<file path="config.mk">
export PLATFORM = sky130hd
export DESIGN_NAME = irq_active_bank
export DESIGN_NICKNAME = d
export VERILOG_FILES = /design/src/rtl/irq_act_pkg.sv /design/src/rtl/irq_act_decode.sv /design/src/rtl/irq_act_gate.sv /design/src/rtl/irq_act_store.sv /design/src/rtl/irq_active_bank.sv
export SDC_FILE = /design/constraint.sdc
export NUM_CORES = 1
export LEC_CHECK = 0
export BUFFER_PORTS_ARGS = -buffer_cell sky130_fd_sc_hd__buf_2
export CELL_PAD_IN_SITES_DETAIL_PLACEMENT = 1
export CELL_PAD_IN_SITES_GLOBAL_PLACEMENT = 2
export CORE_UTILIZATION = 30
export CTS_CLUSTER_DIAMETER = 80
export DETAILED_ROUTE_END_ITERATION = 10
export MAX_ROUTING_LAYER = met4
export PLACE_DENSITY_LB_ADDON = 0.1
export SLEW_MARGIN = 20
export SYNTH_ARGS = -nofsm -noshare
export SYNTH_HDL_FRONTEND = slang
export SYNTH_SLANG_ARGS = --single-unit
</file>
<file path="constraint.sdc">
create_clock -name clk -period 6.4 [get_ports clk]
set_clock_uncertainty 0.05 [all_clocks]
set_input_delay 1.28 -clock clk [delete_from_list [all_inputs] [get_ports clk]]
set_output_delay 1.28 -clock clk [all_outputs]
set_load 0.005 [all_outputs]
</file>
<file path="src/rtl/irq_act_pkg.sv">
package irq_act_pkg;
  localparam int OFF_W   = 10;
  localparam int BYTE_W  = 8;
  localparam int PRIV_N  = 32;
  localparam int SPACE_N = 1024;

  // Offsets 0x300..0x3FF: top two offset bits both set
  function automatic logic in_window(input logic [OFF_W-1:0] off);
    return off[OFF_W-1 -: 2] == 2'b11;
  endfunction

  // Lower half of the range is the set window
  function automatic logic is_set_window(input logic [OFF_W-1:0] off);
    return ~off[7];
  endfunction

  // First interrupt covered by the byte
  function automatic logic [OFF_W-1:0] first_irq(input logic [OFF_W-1:0] off);
    return {off[6:0], 3'b000};
  endfunction
endpackage

</file>
<file path="src/rtl/irq_act_decode.sv">
module irq_act_decode
  import irq_act_pkg::*;
#(
  parameter int NUM_IRQ  = 96,
  parameter int REVISION = 2
) (
  input  logic [OFF_W-1:0] offset,
  input  logic             wr,
  input  logic             rd,
  output logic [OFF_W-1:0] base,
  output logic             set_op,
  output logic             wr_ok,
  output logic             rd_ok,
  output logic             err_now
);
  localparam logic [OFF_W:0] NIRQ = OFF_W'(NUM_IRQ);
  localparam logic SET_ALLOWED = (REVISION == 2);

  logic win, oob, wr_bad, rd_bad;

  always_comb begin
    win     = in_window(offset);
    base    = first_irq(offset);
    set_op  = is_set_window(offset);
    oob     = {1'b0, base} >= NIRQ;
    wr_bad  = wr & win & (oob | (set_op & ~SET_ALLOWED));
    rd_bad  = rd & win & oob;
    wr_ok   = wr & win & ~wr_bad;
    rd_ok   = rd & win & ~oob;
    err_now = wr_bad | rd_bad;
  end
endmodule

</file>
<file path="src/rtl/irq_act_gate.sv">
module irq_act_gate
  import irq_act_pkg::*;
#(
  parameter int NUM_IRQ = 96
) (
  input  logic [OFF_W-1:0]   base,
  input  logic [BYTE_W-1:0]  wdata,
  input  logic               sec_ext_en,
  input  logic               secure,
  input  logic [NUM_IRQ-1:0] group,
  output logic [BYTE_W-1:0]  eff
);
  logic [SPACE_N+BYTE_W-1:0] grp_ext;
  logic [BYTE_W-1:0]         grp_byte;
  logic                      restrict_g0;

  always_comb begin
    grp_ext     = '1;
    grp_ext[NUM_IRQ-1:0] = group;
    grp_byte    = grp_ext[base +: BYTE_W];
    restrict_g0 = sec_ext_en & ~secure;
    eff         = restrict_g0 ? (wdata & grp_byte) : wdata;
  end
endmodule

</file>
<file path="src/rtl/irq_act_store.sv">
module irq_act_store
  import irq_act_pkg::*;
#(
  parameter int NUM_IRQ = 96,
  parameter int NUM_CPU = 2,
  parameter int CPU_W   = 1
) (
  input  logic                      clk,
  input  logic                      rst_n,
  input  logic                      apply,
  input  logic                      set_op,
  input  logic [OFF_W-1:0]          base,
  input  logic [BYTE_W-1:0]         eff,
  input  logic [CPU_W-1:0]          cpu,
  output logic [NUM_CPU*PRIV_N-1:0] banked,
  output logic [NUM_IRQ-PRIV_N-1:0] shared
);
  localparam int SH_N = NUM_IRQ - PRIV_N;

  logic [6:0] byte_sel;
  assign byte_sel = base[OFF_W-1:3];

  for (genvar c = 0; c < NUM_CPU; c++) begin : g_cpu
    for (genvar n = 0; n < PRIV_N; n++) begin : g_bit
      localparam logic [6:0] BIDX = 7'(n / 8);
      logic hit;
      assign hit = apply && (byte_sel == BIDX) && eff[n % 8] && (cpu == CPU_W'(c));
      always_ff @(posedge clk) begin
        if (!rst_n)   banked[c*PRIV_N+n] <= 1'b0;
        else if (hit) banked[c*PRIV_N+n] <= set_op;
      end
    end
  end

  for (genvar k = 0; k < SH_N; k++) begin : g_sh
    localparam logic [6:0] BIDX = 7'((k + PRIV_N) / 8);
    logic hit;
    assign hit = apply && (byte_sel == BIDX) && eff[k % 8];
    always_ff @(posedge clk) begin
      if (!rst_n)   shared[k] <= 1'b0;
      else if (hit) shared[k] <= set_op;
    end
  end
endmodule

</file>
<file path="src/rtl/irq_active_bank.sv">
module irq_active_bank
  import irq_act_pkg::*;
#(
  parameter int NUM_IRQ  = 96,
  parameter int NUM_CPU  = 2,
  parameter int REVISION = 2,
  parameter int CPU_W    = (NUM_CPU > 1) ? $clog2(NUM_CPU) : 1
) (
  input  logic                      clk,
  input  logic                      rst_n,
  input  logic [9:0]                acc_offset,
  input  logic [7:0]                acc_wdata,
  input  logic                      acc_wr,
  input  logic                      acc_rd,
  input  logic [CPU_W-1:0]          acc_cpu,
  input  logic                      acc_secure,
  input  logic                      sec_ext_en,
  input  logic [NUM_IRQ-1:0]        irq_group,
  output logic [7:0]                acc_rdata,
  output logic                      acc_err,
  output logic [NUM_CPU*32-1:0]     banked_active,
  output logic [NUM_IRQ-32-1:0]     shared_active
);
  // Named internal events, observed by the bound checker
  logic [OFF_W-1:0]  base;
  logic              set_op, wr_apply, rd_ok, err_now;
  logic [BYTE_W-1:0] eff_mask;

  irq_act_decode #(.NUM_IRQ(NUM_IRQ), .REVISION(REVISION)) u_dec (
    .offset(acc_offset), .wr(acc_wr), .rd(acc_rd), .base(base),
    .set_op(set_op), .wr_ok(wr_apply), .rd_ok(rd_ok), .err_now(err_now)
  );

  irq_act_gate #(.NUM_IRQ(NUM_IRQ)) u_gate (
    .base(base), .wdata(acc_wdata), .sec_ext_en(sec_ext_en),
    .secure(acc_secure), .group(irq_group), .eff(eff_mask)
  );

  irq_act_store #(.NUM_IRQ(NUM_IRQ), .NUM_CPU(NUM_CPU), .CPU_W(CPU_W)) u_store (
    .clk(clk), .rst_n(rst_n), .apply(wr_apply), .set_op(set_op), .base(base),
    .eff(eff_mask), .cpu(acc_cpu), .banked(banked_active), .shared(shared_active)
  );

  // Read view for the accessing CPU
  logic [PRIV_N-1:0]          own_bank;
  logic [SPACE_N+BYTE_W-1:0]  view;
  logic [BYTE_W-1:0]          rbyte;

  always_comb begin
    own_bank = '0;
    for (int c = 0; c < NUM_CPU; c++)
      if (acc_cpu == CPU_W'(c)) own_bank = banked_active[c*PRIV_N +: PRIV_N];
    view = '0;
    view[PRIV_N-1:0] = own_bank;
    view[NUM_IRQ-1:PRIV_N] = shared_active;
    rbyte = view[base +: BYTE_W];
  end

  always_ff @(posedge clk) begin
    if (!rst_n) begin
      acc_rdata <= '0;
      acc_err   <= 1'b0;
    end else begin
      acc_rdata <= rd_ok ? rbyte : '0;
      acc_err   <= err_now;
    end
  end
endmodule

</file>
# Yosys cells after proc, flatten, opt, wreduce, memory -nomap -nowiden
# Index checks and enable logic that the tools add are counted.
[classes]
n_lt_le_gt_ge = 1
n_div = 0
n_eq_ne = 12
n_mux = 2
shift = 2
addsub = 0
multipliers = 0
bitwise_logic = 14
reduce_logical = 174
[op_table]
columns = ["operator", "count"]
rows = [
  ["$shiftx 1032x11->8", 2],
  ["$logic_and 1x1->1", 172],
  ["$mux 32", 1],
  ["$eq 7x3->1 const B", 4],
  ["$eq 7x4->1 const B", 4],
  ["$eq 7x2->1 const B", 2],
  ["$ge 10x7->1 const B", 1],
  ["$and 8x8->8", 1],
  ["$mux 8", 1],
  ["$and 1x1->1", 7],
  ["$eq 7x1->1 const B", 1],
  ["$logic_not 7->1", 1],
  ["$not 1->1", 5],
  ["$eq 2x2->1 const B", 1],
  ["$reduce_and 2->1", 1],
  ["$or 1x1->1", 1],
]
[word_totals]
latch_bits = 0
in_bits = 121
mem_bits_rw = 0
output_inout_bits = 137
register_bits = 137
memories = 0
word_cells = 335
romBits = 0

# Logic depth before layout (Yosys ltp)
[logic_depth]
ltp_word = 8
mapped_depth = 9
mapped_depth_nobuf = 5

# By module
# From an unflattened synthesis, not the netlist that was laid out.
[hier_totals]
cells_unflattened = 1597
hier_area_um2 = 16390.7
[by_module_without_submodules]
columns = ["mod", "area_each_um2", "instances", "cells_per_inst", "seq_area_each_um2"]
rows = [
  ["irq_active_bank", 5793.1, 1, 482, 180.2],
  ["irq_act_store", 5542.8, 1, 599, 2562.5],
  ["irq_act_gate", 4928.5, 1, 499, 0.0],
  ["irq_act_decode", 126.4, 1, 17, 0.0],
]

# Worst setup path before layout
# Ideal clock, no wire load.
[synth_path]
kind = "in2reg"
from = "input port acc_offset[1]"
to = "register u_store.banked[35]"
slack_ns = 3.325
setup_ns = 0.138
path_buffers = 3
path_stages = 8
t_required_ns = 6.212
t_arrival_ns = 2.887
cell_sequence = "buf_6 > buf_12 > mux4_2 > mux2_2 > and2_4 > buf_6 > a221oi_1 > a21oi_1"
[synth_between]
elab_chain_len = 7
elab_cells_between_ends = 11
cone_classes = "order compare (1); shift (1); mux (1); bitwise (4); reduce/logical (4)"
[synth_lines]
columns = ["item", "line", "rtl"]
rows = [
  ["start, declared", "irq_active_bank.sv:11", "input logic [9:0] acc_offset,"],
  ["branches (longest 5 deep; another with $shiftx 1032x11->8)", "--", ""],
  ["$logic_and 1x1->1 (*) (2 in a row)", "irq_act_store.sv:27", "assign hit = apply && (byte_sel == BIDX) && eff[n % 8] && (cpu == CPU_W'(c));"],
  ["end signal, assigned by index", "irq_act_store.sv:30", "else if (hit) banked[c*PRIV_N+n] <= set_op;"],
  ["end, declared", "irq_act_store.sv:15", "output logic [NUM_CPU*PRIV_N-1:0] banked,"],
]
# Every way passes the cells marked *.
# A chain may end at the register's enable or synchronous reset.

# Worst setup path after layout
[layout_path]
from = "input port acc_offset[1]"
to = "register u_store.banked[7]"
# The elaborated chain is that of the path after synthesis.

==> impl_metrics.yaml <==
timing:
  fin_setup_tns_ns: 0
  rsz0062_at_grt: "false"
  timing.final.crit_share: 0.5859
  worst_slew_pin_slew_ns: 1.138
  drv_slew: 0
  slew_headroom: 0.2361
  layout_min_cycle_time_ns: 3.750
  finalSetupViolCount: 0
  hold_viol_final: 0
  max_clock_freq_mhz: 266.7
grt:
  track_usage: 0.2741
  overflow: 0
  grt_pass1_vias: 7480
  grt_pass1_wl_um: 48410
  antenna_found_initial: 0
  grt_max_degree: 61
synth:
  yosys_warnings: 0
  synth_nets: 867
  synth-seq-area-share: 0.3757
  synthTopCellsByArea: "dfxtp_1, mux4_2, mux2i_1"
  syn_inst: 746
  yosysUniqueCellTypes: 46
  ys_ff_latch: 137
  yosysTopAreaCell: "dfxtp_1"
  yosysTopAreaCellShare: 0.3757
  async_flop_share: 0
  syn_avg_cell_area_um2: 9.785
  netlist_area_mm2: 0.007300
  synth_edf_count: 0
  synth-main-ff-cell: "dfxtp_1"
clocking:
  root_buffer: "clkbuf_16"
  cts_max_level: 4
  hold_buffers: 0
  cts_resized: 0
  cts-buffers-inserted: 17
  cts_setup_buffers: 0
  cts.sinks: 137
  clock_path_buffers: 2
  insertion_delay_ns: 0.43
  clk_pin_slew_ns: 0.06
  cts_tree: "built"
setup_path:
  crit_type: "in2reg"
  setup.worst_path.end_class: "flop"
  worst_ep_required_time_ns: 6.61
  r2r_slack_ns: 4.87
  arrival_ns: 3.96
  path_max_fanout: 36
  start_kind: "input port"
placement:
  hpwl_um: 23950
  gp_congestion: 0.8179
  placed_cell_area_mm2: 0.008777
  io_buffer_count: 257
run_status:
  status: "complete, no violations"
power:
  power.leakage_uw: 0.003823
  power-per-cell-area_mw_per_mm2: 219.5
  p_int_uw: 1507
  p_switching_uw: 547.8
  switching_share: 0.2666
  p_clk_frac: 0.472
  seq_power_share: 0.416
  p_comb_frac: 0.112
  ir_drop_mv: 0.1488
  total_power_uw: 2055
floorplanning:
  coreArea_mm2: 0.02368
  fp.dieW_um: 158.0
  die-area_mm2: 0.02496
  fp-row-count: 56
  io_pins: 258
  chipHeight_um: 158.0
  initial_utilization: 0.3082
finish:
  nets: 1098
  final_area_mm2: 0.009361
  final_util: 0.3953
  diodes: 0
  synthToLayoutAreaGrowth_pct: 28.25
  drive_gt1_frac: 0.3879
routing:
  num_vias: 7482
  drc: 0
  routed_via_density: 5.716
  avgRoutedWirePerCell_um: 25.42
  drt-pass1-iter-count: 8
  drt-initial-drc-count: 512
  routed_wl_um: 33280
  ant_nets: 0
job:
  maxCapViolCount: 0
hold_path:
  hold_class: "reg2reg"
==> registers in the layout (all words and copies together), names as in the netlist <==
name            count
u_store.shared     64
acc_err             1
u_store.banked     64
acc_rdata           8
==> power by group through the flow <==
stage               clock, uW  sequential [uW]  combinational [uW]
floorplan                   0              873                 133
global placement            0              873                 228
detailed placement          0              873                 229
CTS                       981              854                 230
global route             1010              854                 246
finish                    970              854                 231
==> worst paths after layout <==
check        cells past startpoint                               to                             from
max reg2reg                      4          acc_rdata[5]$_SDFF_PN0_  u_store.banked[61]$_SDFFE_PN0P_
min reg2reg                      2  u_store.shared[34]$_SDFFE_PN0P_  u_store.shared[34]$_SDFFE_PN0P_
min                              2  u_store.shared[34]$_SDFFE_PN0P_  u_store.shared[34]$_SDFFE_PN0P_
max                              7   u_store.banked[7]$_SDFFE_PN0P_                    acc_offset[1]
==> through the flow <==
step | setup slack [ns] | instances | hold slack, ns
2_1_floorplan | 3.325 | 746 | 0.4110
3_3_place_gp | 2.232 | 1276 | 0.4100
3_5_place_dp | 2.178 | 1276 | 0.4130
4_1_cts | 2.627 | 1308 | 0.4228
5_1_grt | 2.430 | 1309 | 0.4359
6_report | 2.650 | 1309 | 0.4219
==> cell usage in the layout, fill, tap and decap left out, drive strengths merged, types with 6 or more instances in the layout <==
cell	instances
clkinv	6
clkbuf	20
buf	266
and2	10
a31oi	16
dfxtp	137
mux2	13
inv	8
a21oi	58
o21ai	73
nor2	57
nor2b	7
mux4	54
a221oi	32
a22oi	41
mux2i	35
nand2	61
nand3	34
o311ai	12
==> critical path, stage by stage <==
cell and delay, ns:
buf_4 0.47, buf_4 0.52, mux4_2 0.56, mux2_2 0.34
and2_0 0.32, a221oi_1 0.35, a21oi_1 0.07
==> layer usage <==
metal,track usage,part of all wire,routed length [um],vias to the layer above
met5,-,0,0,-
li1,-,-,-,3368
met1,0.3662,0.46,15210,3764
met3,0.04106,0.066,2193,28
met2,0.4405,0.47,15530,322
met4,0.05403,0.010,347,0
==> synthesized netlist by cell type (5+ instances only) <==
library cell and n:
a21oi_1 57, a221oi_1 32, a22oi_1 41, a31oi_1 16, and2_1 6, buf_2 14, buf_4 5, clkbuf_1 29
dfxtp_1 137, inv_1 8, mux2_2 13, mux2i_1 35, mux4_2 54, nand2_1 61, nand3_1 34, nand4_1 5
nor2_1 55, nor2b_1 7, o21ai_0 54, o21ai_1 11, o21ai_2 8, o311ai_0 12, or3_1 5
==> cell type report <==
type	count	area, um^2
inverter	8	30.03
tap	319	399.1
timing repair buffer	266	1369
fill	2839	14320
sequential	137	2743
clock inverter	12	127.6
multi-input combinational	547	4257
clock buffer	20	436.7
==> cells by family after synthesis <==
group / count (synthesis) / synth area share
muxes: 102 / 0.2347
buffers and inverters: 62 / 0.04217
AOI/OAI and AO/OA: 249 / 0.2220
and+or+nand+nor: 196 / 0.1255
DFF: 137 / 0.3757
No activity file was read; power rests on OpenSTA's default activity.
